### config.mk
export PLATFORM = sky130hd
export DESIGN_NAME = irq_prio_ctrl
export DESIGN_NICKNAME = d
export VERILOG_FILES = /design/src/rtl/irq_prio_pkg.sv /design/src/rtl/irq_regfile.sv /design/src/rtl/irq_prio_search.sv /design/src/rtl/irq_prio_ctrl.sv
export SDC_FILE = /design/constraint.sdc
export NUM_CORES = 2
export LEC_CHECK = 0
export BUFFER_PORTS_ARGS = -buffer_cell sky130_fd_sc_hd__buf_2
export CORE_ASPECT_RATIO = 1.75
export CORE_MARGIN = 5
export CORE_UTILIZATION = 65
export CTS_CLUSTER_DIAMETER = 200
export CTS_CLUSTER_SIZE = 16
export DETAILED_ROUTE_END_ITERATION = 8
export PLACE_DENSITY = 0.95
export SLEW_MARGIN = 25
export SYNTH_ARGS = -nofsm -noshare
export SYNTH_HDL_FRONTEND = slang
export SYNTH_HIERARCHICAL = 1
export SYNTH_SLANG_ARGS = --single-unit
### constraint.sdc
create_clock -name clk -period 333.8 [get_ports clk]
set_input_delay 50.07 -clock clk [delete_from_list [all_inputs] [get_ports clk]]
set_output_delay 50.07 -clock clk [all_outputs]
set_load 0.005 [all_outputs]
### src/rtl/irq_prio_pkg.sv
`timescale 1ns/1ps
// irq_prio_pkg: shared sizes and register offsets of the interrupt controller.
// Assumes an 8-bit byte offset bus and a level-byte block aligned to its size.
package irq_prio_pkg;
    localparam int unsigned NSRC_DEF = 64;
    localparam int unsigned LVLW_DEF = 8;
    localparam int unsigned VECW_DEF = 8;
    localparam int unsigned DW_DEF   = 32;
    localparam int unsigned AW_DEF   = 8;

    localparam logic [7:0] VEC_SPURIOUS = 8'd24;
    localparam logic [7:0] VEC_BASE     = 8'd64;

    localparam logic [7:0] OFS_PEND_HI  = 8'h00;
    localparam logic [7:0] OFS_PEND_LO  = 8'h04;
    localparam logic [7:0] OFS_MASK_HI  = 8'h08;
    localparam logic [7:0] OFS_MASK_LO  = 8'h0C;
    localparam logic [7:0] OFS_FRC_HI   = 8'h10;
    localparam logic [7:0] OFS_FRC_LO   = 8'h14;
    localparam logic [7:0] OFS_LVL_BASE = 8'h40;
    localparam logic [7:0] OFS_SWACK    = 8'hE0;
    localparam logic [7:0] OFS_LACK_LO  = 8'hE1;
    localparam logic [7:0] OFS_LACK_HI  = 8'hE7;
endpackage

### src/rtl/irq_regfile.sv
`timescale 1ns/1ps
// irq_regfile: register storage and bus decode of the interrupt controller.
// Holds pending (sampled from the lines), mask, force, enabled bits and one
// level byte per source. Reads are combinational; writes land on the clock.
// Assumes NSRC == 2*DW and the level-byte block aligned to NSRC bytes.
module irq_regfile #(
    parameter int unsigned NSRC = irq_prio_pkg::NSRC_DEF,
    parameter int unsigned LVLW = irq_prio_pkg::LVLW_DEF,
    parameter int unsigned VECW = irq_prio_pkg::VECW_DEF,
    parameter int unsigned DW   = irq_prio_pkg::DW_DEF,
    parameter int unsigned AW   = irq_prio_pkg::AW_DEF
) (
    input  logic                      clk,
    input  logic                      rst_n,
    input  logic [NSRC-1:0]           irq_in,
    input  logic                      bus_sel,
    input  logic                      bus_wr,
    input  logic [AW-1:0]             bus_addr,
    input  logic [DW-1:0]             bus_wdata,
    output logic [DW-1:0]             bus_rdata,
    output logic                      bus_err,
    input  logic [VECW-1:0]           cur_vec,
    output logic [NSRC-1:0]           pend_o,
    output logic [NSRC-1:0]           mask_o,
    output logic [NSRC-1:0]           frc_o,
    output logic [NSRC-1:0]           en_o,
    output logic [NSRC-1:0][LVLW-1:0] lvl_o
);
    import irq_prio_pkg::*;

    localparam int unsigned HALF = NSRC / 2;
    localparam int unsigned IDXW = $clog2(NSRC);
    localparam int unsigned LVL_END = int'(OFS_LVL_BASE) + NSRC;

    logic [NSRC-1:0]           pend_q, mask_q, frc_q, en_q;
    logic [NSRC-1:0][LVLW-1:0] lvl_q;
    logic                      lvl_hit;
    logic [IDXW-1:0]           lvl_idx;

    // Decode whether the access falls inside the level-byte block.
    always_comb begin
        lvl_hit = (int'(bus_addr) >= int'(OFS_LVL_BASE)) && (int'(bus_addr) < LVL_END);
        lvl_idx = bus_addr[IDXW-1:0];
    end

    // Read mux and error decode for the current access.
    always_comb begin
        bus_rdata = '0;
        bus_err   = 1'b0;
        if (bus_sel) begin
            if (lvl_hit) begin
                bus_rdata = {{(DW-LVLW){1'b0}}, lvl_q[lvl_idx]};
            end else begin
                case (bus_addr)
                    OFS_PEND_HI: bus_rdata = pend_q[NSRC-1:HALF];
                    OFS_PEND_LO: bus_rdata = pend_q[HALF-1:0];
                    OFS_MASK_HI: bus_rdata = mask_q[NSRC-1:HALF];
                    OFS_MASK_LO: bus_rdata = mask_q[HALF-1:0];
                    OFS_FRC_HI:  bus_rdata = frc_q[NSRC-1:HALF];
                    OFS_FRC_LO:  bus_rdata = frc_q[HALF-1:0];
                    OFS_SWACK: begin
                        if (bus_wr) bus_err = 1'b1;
                        else        bus_rdata = {{(DW-VECW){1'b0}}, cur_vec};
                    end
                    default:     bus_err = 1'b1;
                endcase
            end
        end
    end

    // Register updates: line sampling every cycle, software writes on request.
    always_ff @(posedge clk) begin
        if (!rst_n) begin
            pend_q <= '0;
            mask_q <= '1;
            frc_q  <= '0;
            en_q   <= '0;
            lvl_q  <= '0;
        end else begin
            pend_q <= irq_in;
            if (bus_sel && bus_wr) begin
                if (lvl_hit) begin
                    lvl_q[lvl_idx] <= bus_wdata[LVLW-1:0];
                    en_q[lvl_idx]  <= |bus_wdata[LVLW-1:0];
                end else begin
                    case (bus_addr)
                        OFS_MASK_HI: mask_q[NSRC-1:HALF] <= bus_wdata;
                        OFS_MASK_LO: mask_q[HALF-1:0]    <= bus_wdata;
                        OFS_FRC_HI:  frc_q[NSRC-1:HALF]  <= bus_wdata;
                        OFS_FRC_LO:  frc_q[HALF-1:0]     <= bus_wdata;
                        default: ;
                    endcase
                end
            end
        end
    end

    assign pend_o = pend_q;
    assign mask_o = mask_q;
    assign frc_o  = frc_q;
    assign en_o   = en_q;
    assign lvl_o  = lvl_q;
endmodule

### src/rtl/irq_prio_search.sv
`timescale 1ns/1ps
// irq_prio_search: combinational winner search over the active sources.
// Scans upward from source 0; a later source replaces the best on a level
// greater than or equal to it, so ties go to the higher number.
// Assumes an active source always has a nonzero level byte.
module irq_prio_search #(
    parameter int unsigned NSRC = irq_prio_pkg::NSRC_DEF,
    parameter int unsigned LVLW = irq_prio_pkg::LVLW_DEF,
    parameter int unsigned VECW = irq_prio_pkg::VECW_DEF
) (
    input  logic [NSRC-1:0]           active,
    input  logic [NSRC-1:0][LVLW-1:0] lvl,
    output logic [LVLW-1:0]           win_lvl,
    output logic [VECW-1:0]           win_vec
);
    import irq_prio_pkg::*;

    localparam int unsigned IDXW = $clog2(NSRC);

    logic [LVLW-1:0] best_lvl;
    logic [IDXW-1:0] best_idx;
    logic            found;

    // Linear scan picking the highest level, last one found on ties.
    always_comb begin
        best_lvl = '0;
        best_idx = '0;
        found    = 1'b0;
        for (int i = 0; i < int'(NSRC); i++) begin
            if (active[i] && (lvl[i] >= best_lvl)) begin
                best_lvl = lvl[i];
                best_idx = IDXW'(i);
                found    = 1'b1;
            end
        end
        win_lvl = found ? best_lvl : '0;
        win_vec = found ? (VECW'(VEC_BASE) + VECW'(best_idx)) : VECW'(VEC_SPURIOUS);
    end
endmodule

### src/rtl/irq_prio_ctrl.sv
`timescale 1ns/1ps
// irq_prio_ctrl: top of the prioritized interrupt controller.
// Combines pending, force, enabled and mask into the active set, finds the
// winner and registers level and vector toward the processor.
// Assumes a synchronous active-low reset and single-cycle bus accesses.
module irq_prio_ctrl #(
    parameter int unsigned NSRC = irq_prio_pkg::NSRC_DEF,
    parameter int unsigned LVLW = irq_prio_pkg::LVLW_DEF,
    parameter int unsigned VECW = irq_prio_pkg::VECW_DEF,
    parameter int unsigned DW   = irq_prio_pkg::DW_DEF,
    parameter int unsigned AW   = irq_prio_pkg::AW_DEF
) (
    input  logic            clk,
    input  logic            rst_n,
    input  logic [NSRC-1:0] irq_in,
    input  logic            bus_sel,
    input  logic            bus_wr,
    input  logic [AW-1:0]   bus_addr,
    input  logic [DW-1:0]   bus_wdata,
    output logic [DW-1:0]   bus_rdata,
    output logic            bus_err,
    output logic [LVLW-1:0] irq_level,
    output logic [VECW-1:0] irq_vector
);
    import irq_prio_pkg::*;

    logic [NSRC-1:0]           pend_q, mask_q, frc_q, en_q, act;
    logic [NSRC-1:0][LVLW-1:0] lvl_q;
    logic [LVLW-1:0]           win_lvl;
    logic [VECW-1:0]           win_vec;

    irq_regfile #(.NSRC(NSRC), .LVLW(LVLW), .VECW(VECW), .DW(DW), .AW(AW)) u_regs (
        .clk       (clk),
        .rst_n     (rst_n),
        .irq_in    (irq_in),
        .bus_sel   (bus_sel),
        .bus_wr    (bus_wr),
        .bus_addr  (bus_addr),
        .bus_wdata (bus_wdata),
        .bus_rdata (bus_rdata),
        .bus_err   (bus_err),
        .cur_vec   (irq_vector),
        .pend_o    (pend_q),
        .mask_o    (mask_q),
        .frc_o     (frc_q),
        .en_o      (en_q),
        .lvl_o     (lvl_q)
    );

    // Active set: requested or forced, enabled, and not masked.
    assign act = (pend_q | frc_q) & en_q & ~mask_q;

    irq_prio_search #(.NSRC(NSRC), .LVLW(LVLW), .VECW(VECW)) u_search (
        .active  (act),
        .lvl     (lvl_q),
        .win_lvl (win_lvl),
        .win_vec (win_vec)
    );

    // Output register toward the processor.
    always_ff @(posedge clk) begin
        if (!rst_n) begin
            irq_level  <= '0;
            irq_vector <= VECW'(VEC_SPURIOUS);
        end else begin
            irq_level  <= win_lvl;
            irq_vector <= win_vec;
        end
    end
endmodule

== Yosys cells after proc, flatten, opt, wreduce, memory -nomap -nowiden ==
Index checks and enable logic that the tools add are counted.
Widths: inputs -> output; s select.
Cells by class
  $add $sub $neg: 1
  $lt $le $gt $ge: 68
  eq/ne operators: 6
  muxes and demuxes: 207
  bitwise logic cells: 5
  reduce and logical (&&, ||, !) cells: 76
Operator list (count)
  $mux 8: 67
  $bwmux 512: 1
  $ge 8x8->1: 63
  $pmux 32 s7: 1
  $mux 6: 32
  $and 64x64->64: 2
  $mux 5: 16
  $mux 1: 69
  $logic_and 1x1->1: 67
  $bwmux 64: 1
  $mux 32: 2
  $not 64->64: 1
  $or 64x64->64: 1
  $bmux 8 s6: 1
  $demux 8 s6: 1
  $mux 4: 8
  $eq 8x4->1 const B: 2
  $eq 8x5->1 const B: 2
  $mux 3: 4
  $reduce_and 3->1: 4
  $add 7x6->8 const A: 1
  $eq 8x3->1 const B: 1
  $eq 8x8->1 const B: 1
  $ge 8x1->1 const B: 1
  other kinds (12): 14
Storage, ports and cells
  bits in registers: 784
  bits of input ports: 108
  output and inout bits: 49
  logic and storage cells: 435

== Logic depth before layout (Yosys ltp) ==
  depth after elaboration: 195
  gate-level depth with buffers: 685
  gate-level depth less buffers: 616

== Cells and area by module ==
Netlist, hierarchy kept.
Modules (own cells, without submodules)
  irq_regfile: instances 1, cells each 3998, area each 34509.3 um^2, seq. area each 15374.7 um^2
  irq_prio_search: instances 1, cells each 3392, area each 22903.2 um^2, seq. area each 0.0 um^2
  irq_prio_ctrl: instances 1, cells each 161, area each 1164.9 um^2, seq. area each 320.3 um^2

== Worst setup path after synthesis ==
No wires, ideal clock.
  path kind: register to register
  from: reg u_regs.frc_q[0], in the netlist u_regs/frc_o[0]
  to: reg irq_level[6]
  setup time: 0.116 ns
  data arrival time: 121.966 ns
  required time: 333.684 ns
  setup slack: 211.718 ns
  cell stages (with the launch flop): 627
  buffers on the path: 82
  period minus slack after synthesis: 122.082 ns
  path through: dfxtp_1 > nor2_1 > nor3b_1 > clkbuf_1 > and2_1 > ha_1 > nand2b_1 > a2111oi_2 > nor3_1 > o21ai_1 > mux2_2 > ha_1 > o21a_1 > a221oi_1 > nor2b_1 > a21oi_1 > a21oi_1 > or2_2 > [591 not listed] > dlygate4sd3_1 > a21oi_1 > ha_1 > nand2b_1 > a21o_1 > a21o_1 > a21oi_1 > nor2b_1 > o21ai_0 > nand2b_1 > a21oi_1 > nor2b_1 > o21ai_1 > dlygate4sd3_1 > nor2_1 > a31oi_1 > o31ai_1 > and2_2
Between the ends
  cells in the longest elaborated chain, start to end: 195
  elaborated cells between the ends (all ways): 259
  classes of those cells: order compare: 63; mux: 128; bitwise: 3; reduce/logical: 65
Ends and longest elaborated chain
  from (decl): line irq_regfile.sv:35  | logic [NSRC-1:0] pend_q, mask_q, frc_q, en_q;
  from (signal, indexed assignment): line irq_regfile.sv:89  | OFS_FRC_HI: frc_q[NSRC-1:HALF] <= bus_wdata;
  from (signal, indexed assignment): line irq_regfile.sv:90  | OFS_FRC_LO: frc_q[HALF-1:0] <= bus_wdata;
  $or 64x64->64 *: line irq_prio_ctrl.sv:51  | assign act = (pend_q | frc_q) & en_q & ~mask_q;
  $and 64x64->64 * (2 in a row): line irq_prio_ctrl.sv:51
  named net act[0]: line irq_prio_ctrl.sv:27  | logic [NSRC-1:0] pend_q, mask_q, frc_q, en_q, act;
  $logic_and 1x1->1 *: line irq_prio_search.sv:30  | if (active[i] && (lvl[i] >= best_lvl)) begin
  $mux 8: line irq_prio_search.sv:30
  $ge 8x8->1: line irq_prio_search.sv:30
  $logic_and 1x1->1: line irq_prio_search.sv:30
  $mux 8: line irq_prio_search.sv:30
  [179 not listed]
  $mux 8: line irq_prio_search.sv:30
  $ge 8x8->1: line irq_prio_search.sv:30
  $logic_and 1x1->1: line irq_prio_search.sv:30
  $mux 8: line irq_prio_search.sv:30
  $ge 8x8->1: line irq_prio_search.sv:30
  $logic_and 1x1->1: line irq_prio_search.sv:30
  $mux 1: line irq_prio_search.sv:30
  $reduce_and 2->1 (no line)
  to (signal assigned): line irq_prio_ctrl.sv:66  | irq_level <= win_lvl;
  to (decl): line irq_prio_ctrl.sv:22  | output logic [LVLW-1:0] irq_level,
Mark *: on every way through the listed nets, which the timed path passes. The rest lies on a longest branch.
A chain may end at the register's enable or synchronous reset.

== Worst setup path after layout ==
  from: reg u_regs.frc_q[0], in the netlist u_regs/frc_o[0]
  to: reg irq_vector[5]
Between the ends
  cells in the longest elaborated chain, start to end: 195
  elaborated cells between the ends (all ways): 322
  classes of those cells: add/sub: 1; order compare: 63; mux: 190; bitwise: 3; reduce/logical: 65
Ends and longest elaborated chain
  $or 64x64->64 *: line irq_prio_ctrl.sv:51
  $and 64x64->64 * (2 in a row): line irq_prio_ctrl.sv:51
  named net act[0]: line irq_prio_ctrl.sv:27
  $logic_and 1x1->1 *: line irq_prio_search.sv:30
  $mux 8: line irq_prio_search.sv:30
  $ge 8x8->1: line irq_prio_search.sv:30
  $logic_and 1x1->1: line irq_prio_search.sv:30
  $mux 8: line irq_prio_search.sv:30
  [179 not listed]
  $mux 8: line irq_prio_search.sv:30
  $ge 8x8->1: line irq_prio_search.sv:30
  $logic_and 1x1->1: line irq_prio_search.sv:30
  $mux 8: line irq_prio_search.sv:30
  $ge 8x8->1: line irq_prio_search.sv:30
  $logic_and 1x1->1: line irq_prio_search.sv:30
  $mux 6 or $mux 1 (tied branches): line irq_prio_search.sv:30
  $add 7x6->8 or $reduce_and 2->1 (tied branches)
  to (signal assigned): line irq_prio_ctrl.sv:64  | irq_vector <= VECW'(VEC_SPURIOUS);
  to (signal assigned): line irq_prio_ctrl.sv:67  | irq_vector <= win_vec;
  to (decl): line irq_prio_ctrl.sv:23  | output logic [VECW-1:0] irq_vector
Marked as above.

==> impl_metrics.json <==
{
  "clk-insertion-delay-late_ps": 680,
  "violations": "DRC",
  "hold_start": "u_regs/frc_o[46]",
  "power_frac_clock": 0.372,
  "critPathLaunch": "u_regs/frc_o[0]",
  "syn_to_final_growth_pct": 4.78,
  "synth_commonest_cells": "1590 x nand2_1, 784 x dfxtp_1, 521 x a21boi_0",
  "antenna_left": 0,
  "syn_area_per_cell_um2": 7.76,
  "critPathArrivalTime_ps": 147200,
  "grt.overflow.total": 0,
  "wl_per_cell_um": 33.0,
  "power_density_nw_per_um2": 2.82,
  "max_freq_mhz": 6.82,
  "yosys.area.top_type": "dfxtp_1",
  "setup_tns_ps": 0,
  "cts_buffers": 54,
  "initial_core_util": 0.655,
  "final_cells": 8629,
  "dieArea_um2": 96500,
  "setup_viol": 0,
  "synth_fp_nets": 8103,
  "critPathMaxFanout": 31,
  "cp.required_ps": 334380,
  "yosys_warnings": 6,
  "p_int_w": 0.000127,
  "ioPinCount": 157,
  "synth_adder_area_share": 0.0964,
  "leakage_nw": 23.9,
  "vias_per_cell": 7.50,
  "yosys.area_share.simple": 0.237,
  "cp_slowest_cell": "o21ai_0",
  "vias": 64702,
  "drive_above_1_share": 0.0887,
  "synthXorXnorAreaFrac": 0,
  "switchingPower_w": 0.0000464,
  "switching_share": 0.268,
  "grt_pass1_vias": 61907,
  "drt_iter0_markers": 9405,
  "worst_pin_slew_ps": 1220,
  "die_w_um": 237,
  "cts_resized": 0,
  "fin_crit_sh": 0.439,
  "ys_top_cells_by_area": "dfxtp_1 27%, nand2_1 10%, ha_1 9.5%",
  "core-area_um2": 89400,
  "synth.area.mux_share": 0.0613,
  "combPwrFrac": 0.084,
  "drc": 19,
  "grt_pass1_wl_mm": 403,
  "grt_max_degree": 164,
  "async_reset_ff_frac": 0,
  "synthFlopType": "dfxtp_1",
  "slew_headroom": 0.180,
  "rsz0062_at_grt": "no",
  "htree_levels": 2,
  "hold_class": "reg -> reg",
  "synth_seq_cells": 784,
  "cts_root_buf": "clkbuf_16",
  "synth_top_area_frac": 0.268,
  "grt_usage": 0.554,
  "cts.sinks": 784,
  "fp.dieH_um": 407,
  "drt-pass1-iter-count": 9,
  "synth-edff-count": 0,
  "cp_slowest_stage_delay_ps": 880,
  "cts_tree": "built",
  "cap_violations": 0,
  "clock_tree.buffer_depth": 3,
  "port_buffers": 156,
  "ys_types": 121,
  "status": "finished, violations left",
  "setup_ws_ps": 187180,
  "synth_top_family_by_area": "compound AO/OA/AOI/OAI gates",
  "wl_mm": 285,
  "rrSetupSlack_ps": 187180,
  "critPathCaptureType": "register",
  "synth_area_um2": 58600,
  "gp_congestion": 1.19,
  "fin_util": 0.686,
  "fp-row-count": 145,
  "cts_setup_buffers": 0,
  "place_ws_ps": 193930,
  "slew_viol_final": 0,
  "final_nets": 7977,
  "cts.clk_slew.worst_paths_ps": 80,
  "path_class": "reg -> reg",
  "dp.cells": 8544,
  "hpwlAfterDp_mm": 209,
  "pwr-share-seq": 0.544,
  "hold_violations": 0,
  "cp-start-kind": "register",
  "antenna_found_initial": 22,
  "period_needed_ps": 146620,
  "cp_common_cell": "ha_1",
  "synth_compound_area_frac": 0.285,
  "finClkSkew_ps": 28.5,
  "vdd_drop_max_v": 0.00000425,
  "r2r_start": "u_regs/frc_o[0]",
  "synthCells": 7551,
  "ys_seq_area_frac": 0.268,
  "ctsHoldBuffers": 0,
  "yosysMostFrequentCell": "nand2_1"
}
[power groups by stage]
stage,Clock [W],Combinational (W),Sequential (W)
3_5_place_dp,0,0.0000131,0.0000965
6_report,0.0000645,0.0000145,0.0000943
2_1_floorplan,0,0.00000764,0.0000963
4_1_cts,0.0000638,0.0000132,0.0000943
3_3_place_gp,0,0.0000131,0.0000965
5_1_grt,0.0000670,0.0000141,0.0000943
[sequential cells by signal, summed over array words and instances, names as in the netlist]
| signal | cells |
|---|---|
| irq_level | 8 |
| u_regs/mask_o | 64 |
| u_regs/lvl_o | 512 |
| u_regs/en_o | 64 |
| u_regs/pend_o | 64 |
| irq_vector | 8 |
| u_regs/frc_o | 64 |
[stage by stage]
stage               total power [W]  instance area (um^2)  hold slack [ps]
finish                     0.000173                 61400              475
global route               0.000175                 61300              504
CTS                        0.000171                 61200              474
detailed placement         0.000110                 59800              461
global placement           0.000110                 59800              451
floorplan                  0.000104                 58600              441
[cells in the final DEF, fill, tap and decap left out, types with 30 or more instances in the layout]
cell       synthesis  final
or3_1             31     30
nand2b_1         115    115
nor2_1           387    386
a21boi_1          92     92
dfxtp_1          784    784
a21boi_0         521    521
o21ai_0          380    380
clkbuf_16          0     55
o22ai_1           69     69
a211o_1           33     33
a21o_1           131    131
and3_1            54     54
o31ai_1           52     50
buf_4             29    109
inv_1            239    239
nor3b_1           73     52
nor2b_1           55     54
a21oi_1          336    336
a31oi_1           72     70
o221ai_1          36     36
nand4_1           32     32
a221oi_1          36     36
a22oi_1           72     72
nand2_1         1590   1590
mux2_2            45     45
nor3_1            66     64
mux2i_1          155    152
a22o_1            32     32
mux4_2            57     57
ha_1             444    444
a211oi_1          34     34
o21a_1            79     79
o211ai_1          65     65
buf_2            101    152
o211a_1           77     77
and2_1           125    124
nand3_1          251    250
nor2_4            36     41
[layer usage]
metal,global-route usage,vias to the layer above,part of all wire
met5,0,-,0.000095
met4,0.624,4,0.15
met3,0.187,2352,0.13
met2,0.844,5777,0.42
met1,0.551,29706,0.30
li1,-,26863,-
[logic make-up (layout without fill, tap and decap cells)]
kind of cell	after synthesis	in the layout
simple gates	2988	2988
compound gates	2368	2368
flops	784	784
buf+inv	690	565
fa+ha+maj	453	453
mux	267	267
other cells	1	28
[final timing paths]
kind,end,cells after the start
max reg2reg,irq_vector[5],588
min reg2reg,u_regs/frc_o[46],2
max,irq_vector[5],588
min,u_regs/frc_o[46],2
[critical path, delay by kind of cell (launching register included)]
kind / cells / cell delay [ps]
AOI/OAI and AO/OA: 261 / 71610
DFF: 1 / 360
and+or+nand+nor: 201 / 42570
muxes: 8 / 2990
buffers and inverters: 50 / 8530
adders and majority gates: 68 / 20200
[layout make-up]
cell class                 count  area (um^2)
clock buffer                  55         1380
timing repair buffer         269         1710
tap                         1176         1470
fill                        7404        28100
sequential                   784        15700
antenna                       27         67.6
inverter                     239          897
clock inverter                 2         28.8
multi-input combinational   6077        40100
Note: power is estimated with default switching activity, not from simulation.
